## src/rtl/serial_adc_deser_pkg.sv

```systemverilog
package serial_adc_deser_pkg;
  // strobes from the frame tracker to the word datapath
  typedef struct packed {
    logic load;    // move assembled words to the outputs
    logic slip;    // lock offset is being moved this cycle
    logic offset;  // locked boundary offset: 0 rising-edge bit, 1 falling-edge bit
  } frm_ctl_t;
endpackage

```

## src/rtl/sadc_ddr_capture.sv

```systemverilog
module sadc_ddr_capture #(
  parameter int WIDTH = 2
) (
  input  logic             clk,
  input  logic             rstN,
  input  logic [WIDTH-1:0] pins,
  output logic [WIDTH-1:0] earlyBits,
  output logic [WIDTH-1:0] lateBits
);
  logic [WIDTH-1:0] riseQ;
  logic [WIDTH-1:0] fallQ;

  always_ff @(posedge clk or negedge rstN) begin
    if (!rstN) riseQ <= '0;
    else       riseQ <= pins;
  end

  always_ff @(negedge clk or negedge rstN) begin
    if (!rstN) fallQ <= '0;
    else       fallQ <= pins;
  end

  // falling-edge bits moved back onto the rising edge, paired with their rising partner
  always_ff @(posedge clk or negedge rstN) begin
    if (!rstN) begin
      earlyBits <= '0;
      lateBits  <= '0;
    end else begin
      earlyBits <= riseQ;
      lateBits  <= fallQ;
    end
  end
endmodule

```

## src/rtl/sadc_frame_ctrl.sv

```systemverilog
module sadc_frame_ctrl
  import serial_adc_deser_pkg::*;
(
  input  logic     clk,
  input  logic     rstN,
  input  logic     frmEarly,
  input  logic     frmLate,
  output frm_ctl_t ctl,
  output logic     alignSlip
);
  logic prevLate, locked, expOff, missed;
  logic edgeAt0, edgeAt1, seen, seenOff, match, mism;

  always_comb begin
    edgeAt0 = !prevLate && frmEarly;
    edgeAt1 = !frmEarly && frmLate;
    seen    = edgeAt0 || edgeAt1;
    seenOff = edgeAt1;
    match   = locked && seen && (seenOff == expOff);
    mism    = locked && seen && (seenOff != expOff);
    ctl.load   = match;
    ctl.slip   = mism && missed;
    ctl.offset = expOff;
  end

  always_ff @(posedge clk or negedge rstN) begin
    if (!rstN) begin
      prevLate  <= 1'b0;
      locked    <= 1'b0;
      expOff    <= 1'b0;
      missed    <= 1'b0;
      alignSlip <= 1'b0;
    end else begin
      prevLate  <= frmLate;
      alignSlip <= ctl.slip;
      if (seen && !locked) begin
        locked <= 1'b1;
        expOff <= seenOff;
      end
      if (match) missed <= 1'b0;
      if (mism) begin
        if (missed) begin
          expOff <= seenOff;
          missed <= 1'b0;
        end else begin
          missed <= 1'b1;
        end
      end
    end
  end


  slip_relock_chk: assert property (@(posedge clk) disable iff (!rstN)
    alignSlip |-> (expOff != $past(expOff)));
endmodule

```

## src/rtl/sadc_datapath.sv

```systemverilog
module sadc_datapath
  import serial_adc_deser_pkg::*;
#(
  parameter int NUM_CH   = 4,
  parameter int SAMPLE_W = 14,
  parameter int LANES    = 1
) (
  input  logic                       clk,
  input  logic                       rstN,
  input  logic [NUM_CH*LANES-1:0]    dataEarly,
  input  logic [NUM_CH*LANES-1:0]    dataLate,
  input  frm_ctl_t                   ctl,
  output logic [NUM_CH*SAMPLE_W-1:0] sampleWords,
  output logic                       wordValid
);
  localparam int NL  = NUM_CH * LANES;
  localparam int BPL = SAMPLE_W / LANES;

  logic [NUM_CH*SAMPLE_W-1:0] nextWords;

  // lanes are numbered so that lane l holds bits l*BPL upward of the flat word bus
  for (genvar l = 0; l < NL; l++) begin : g_lane
    logic [BPL-1:0] sh;
    always_ff @(posedge clk or negedge rstN) begin
      if (!rstN) sh <= '0;
      else       sh <= {sh[BPL-3:0], dataEarly[l], dataLate[l]};
    end
    assign nextWords[l*BPL +: BPL] = ctl.offset ? {sh[BPL-2:0], dataEarly[l]} : sh;
  end

  always_ff @(posedge clk or negedge rstN) begin
    if (!rstN) begin
      sampleWords <= '0;
      wordValid   <= 1'b0;
    end else begin
      wordValid <= ctl.load;
      if (ctl.load) sampleWords <= nextWords;
    end
  end


  valid_pulse_chk: assert property (@(posedge clk) disable iff (!rstN)
    wordValid |=> !wordValid);

  word_hold_chk: assert property (@(posedge clk) disable iff (!rstN)
    !wordValid |-> $stable(sampleWords));
endmodule

```

## src/rtl/serial_adc_deser.sv

```systemverilog
module serial_adc_deser
  import serial_adc_deser_pkg::*;
#(
  parameter int NUM_CH   = 4,
  parameter int SAMPLE_W = 14,
  parameter int LANES    = 1
) (
  input  logic                       clk,
  input  logic                       rstN,
  input  logic                       frameIn,
  input  logic [NUM_CH*LANES-1:0]    laneIn,
  output logic [NUM_CH*SAMPLE_W-1:0] sampleWords,
  output logic                       wordValid,
  output logic                       alignSlip
);
  localparam int NL = NUM_CH * LANES;

  logic [NL:0] earlyBits, lateBits;
  frm_ctl_t    ctl;

  sadc_ddr_capture #(.WIDTH(NL + 1)) u_cap (
    .clk(clk), .rstN(rstN), .pins({frameIn, laneIn}),
    .earlyBits(earlyBits), .lateBits(lateBits)
  );

  sadc_frame_ctrl u_ctrl (
    .clk(clk), .rstN(rstN), .frmEarly(earlyBits[NL]), .frmLate(lateBits[NL]),
    .ctl(ctl), .alignSlip(alignSlip)
  );

  sadc_datapath #(.NUM_CH(NUM_CH), .SAMPLE_W(SAMPLE_W), .LANES(LANES)) u_dp (
    .clk(clk), .rstN(rstN), .dataEarly(earlyBits[NL-1:0]), .dataLate(lateBits[NL-1:0]),
    .ctl(ctl), .sampleWords(sampleWords), .wordValid(wordValid)
  );


  slip_novalid_chk: assert property (@(posedge clk) disable iff (!rstN)
    alignSlip |-> !wordValid);
endmodule

```

## config.mk

```make
export PLATFORM = sky130hd
export DESIGN_NAME = serial_adc_deser
export DESIGN_NICKNAME = d
export VERILOG_FILES = /design/src/rtl/serial_adc_deser_pkg.sv /design/src/rtl/sadc_ddr_capture.sv /design/src/rtl/sadc_frame_ctrl.sv /design/src/rtl/sadc_datapath.sv /design/src/rtl/serial_adc_deser.sv
export SDC_FILE = /design/constraint.sdc
export NUM_CORES = 1
export LEC_CHECK = 0
export BUFFER_PORTS_ARGS = -buffer_cell sky130_fd_sc_hd__buf_2
export CORE_MARGIN = 2
export CORE_UTILIZATION = 37
export CTS_CLUSTER_SIZE = 28
export DETAILED_ROUTE_END_ITERATION = 7
export GPL_ROUTABILITY_DRIVEN = 1
export PLACE_DENSITY_LB_ADDON = 0.2
export SYNTH_ARGS = -nofsm -noshare
export SYNTH_HDL_FRONTEND = slang
export SYNTH_HIERARCHICAL = 1
export SYNTH_SLANG_ARGS = --single-unit
```

## constraint.sdc

```tcl
create_clock -name clk -period 1.9 [get_ports clk]
set_input_delay 0.19 -clock clk [delete_from_list [all_inputs] [get_ports clk]]
set_output_delay 0.19 -clock clk [all_outputs]
set_load 0.02 [all_outputs]
```

==> results.toml <==
[status]
status = "finished, final reports clean"

[clocking]
cts.repair.resized = 0
path_clk_slew_ns = 0.05
tritoncts = "yes"
cts.sinks = 138
ctsLongestPathBuffers = 2
cts_root_buf = "clkbuf_16"
clk_latency_ns = 0.40
numCtsBuffers = 17
cts.htree.levels = 4

[worst_setup_path]
slowest_delay_ns = 0.56
critPathLaunch = "laneIn[3]"
critPathCapture = "u_cap/fallQ[3]"
rr_startpoint = "u_cap/earlyBits[4]"
cp_data_required_time_ns = 1.18
end_kind = "flip-flop"
worst_path_max_delay_cell = "dlygate4sd3_1"
path_delay_family = "buffers and inverters"
crit_chain = "dlygate4sd3_1 > buf_2"
path_depth = 2
crit_arrival_ns = 0.89
crit_fanout = 2
timing.rr.end = "u_dp/sampleWords[41]"
critPathLaunchType = "primary input"
path_class = "in2reg"
r2r_slack_ns = 0.33
worst-path-buf-inv = 2
r2r_cells = 6

[synthesis]
synth_commonest_cells = "133 x dfrtp_1, 57 x a21oi_1, 57 x mux2i_1, 56 x nor2_1, 6 x clkbuf_1"
synth_top_area_share = 0.698
yosysTopAreaCell = "dfrtp_1"
synth_warnings = 6
synthArstFlopShare = 1.00
ys_seq_elements = 138
synth.most_common_cell = "dfrtp_1"
syn_inst = 340
synth_cell_types = 20
ys_top_cells_by_area = "dfrtp_1 70%, mux2i_1 12%, a21oi_1 6.0%, nor2_1 4.4%, dfrtn_1 2.6%"
syn_nets = 347
synth.avg_cell_area_um2 = 14.0
ys_seq_area_frac = 0.724
syn_area_um2 = 4770
ys_dominant_reg_cell = "dfrtp_1"
synth_edf_count = 0

[global_route]
antenna_found_initial = 0
grt_max_degree = 69
grt.overflow.total = 0
grt_pass1_wl_um = 14200
grt_usage = 0.133
grt_pass1_vias = 2835

[worst_hold_path]
hp-class = "in2async"

[timing]
max_slew_margin = 0.621
setup_viol = 0
rsz0062_at_grt = "no"
worstMarginPinSlew_ns = 0.569
holdWs_ns = 0.224
slew_violations = 0
skew_ns = 0.0184
hold_viol = 0
fin_tns_setup_ns = 0

[placed_design]
dp.final_hpwl_um = 5230
port_buffers = 64
place_congestion = 0.732
place_area_um2 = 5240

[detailed_routing]
drt-vias-per-instance = 4.54
ant_nets = 0
wire_per_inst_um = 13.7
routed_wl_um = 8210
drc = 0
drt_iter0_drc = 142
drtPass1Iterations = 4
vias = 2730

[floorplanning]
initial_core_util = 0.378
core_area_um2 = 12600
die_area_um2 = 13800
die_x_um = 118
die_h_um = 118
std_cell_rows = 41
io_pins = 65

[finish]
drive_gt1_frac = 0.231
nNetsFinal = 423
fin_area_um2 = 5830
area_delta_synth_final_pct = 22.2
antenna_cells = 0
fill_cells = 1217

[pwr]
p_leak_nw = 2.87
vdd_drop_max_v = 0.000862
powerDensity_nw_per_um2 = 1530

[flow_run]
drv_cap = 0
[layer usage]
| layer | track usage | vias up | wire [um] |
|---|---|---|---|
| met3 | 0.0538 | 7 | 443 |
| met1 | 0.180 | 1343 | 4040 |
| met5 | 0 | - | 0 |
| met4 | 0.0610 | 0 | 75 |
| met2 | 0.186 | 57 | 3650 |
| li1 | - | 1323 | - |
[area by class of cell]
class                           count  area (um2)  area share
Multi-Input combinational cell    182        1160       0.199
Clock buffer                       30         524      0.0899
Timing Repair Buffer               77         464      0.0796
Clock inverter                      2        10.0     0.00172
Sequential cell                   138        3460       0.593
Tap cell                          172         215      0.0369
[how the worst min path moves through the flow]
stage,start,end
final,rstN,u_dp/sampleWords[49]
after floorplan,rstN,u_cap/earlyBits[0]
after global placement,rstN,u_dp/sampleWords[48]
after detailed placement,rstN,u_dp/sampleWords[49]
after global routing,rstN,u_dp/sampleWords[48]
after CTS,rstN,u_dp/sampleWords[49]
[sequential cells by signal, indices dropped and copies added, names as in the netlist]
register          cells
u_dp/g_lane.sh       56
u_dp/sampleWords     56
u_cap/earlyBits       5
u_cap/fallQ           5
u_cap/lateBits        5
u_cap/riseQ           5
u_ctrl/alignSlip      1
u_ctrl/expOff         1
u_ctrl/locked         1
u_ctrl/missed         1
u_ctrl/prevLate       1
u_dp/wordValid        1
[cell usage in the layout (no fill, tap or decap)]
cell type,netlist,layout
or3_1,1,1
buf_12,4,2
nor2b_4,1,2
clkbuf_8,0,5
buf_4,3,5
a22o_1,1,1
and3_1,1,1
nand2b_1,1,1
o21ai_0,2,2
dfrtp_1,133,132
mux2i_1,57,57
o21ai_1,1,1
nor2_1,56,56
clkinv_2,0,2
dfrtp_4,0,1
mux2_2,1,1
buf_2,5,63
clkbuf_1,6,8
buf_6,1,1
a21oi_1,57,57
nor2b_1,3,2
dlygate4sd3_1,0,6
dfrtn_1,5,5
clkbuf_16,0,17
[report_power, final]
| part | switching (mW) | leakage (nW) | internal, mW |
|---|---|---|---|
| sequential | 0.314 | 1.57 | 3.52 |
| clock | 1.07 | 0.263 | 1.84 |
| combinational | 1.40 | 1.04 | 0.787 |
[per-stage QoR]
stage	setup slack (ns)	total power [mW]	utilization	std cells
floorplan	0.392	5.40	-	340
global placement	0.432	6.06	0.415	563
detailed placement	0.388	6.09	0.415	563
CTS	0.319	9.08	0.462	601
global route	0.136	9.46	0.462	601
finish	0.299	8.93	0.462	601
[cells by family (layout without fill, tap and decap cells)]
kind of cell,after synthesis,count (layout),share of synthesized area
and+or+nand+nor,63,63,0.0548
AOI/OAI and AO/OA,61,61,0.0648
muxes,58,58,0.122
DFF,138,138,0.724
buffers and inverters,20,109,0.0346
[repair_timing]
| item | 4_1_cts | 5_1_grt |
|---|---|---|
| endpoints found under the hold margin | 31 | 0 |
| setup buffers | 0 | 0 |
| hold buffers | 6 | 0 |
(Power assumes the default switching activity.)
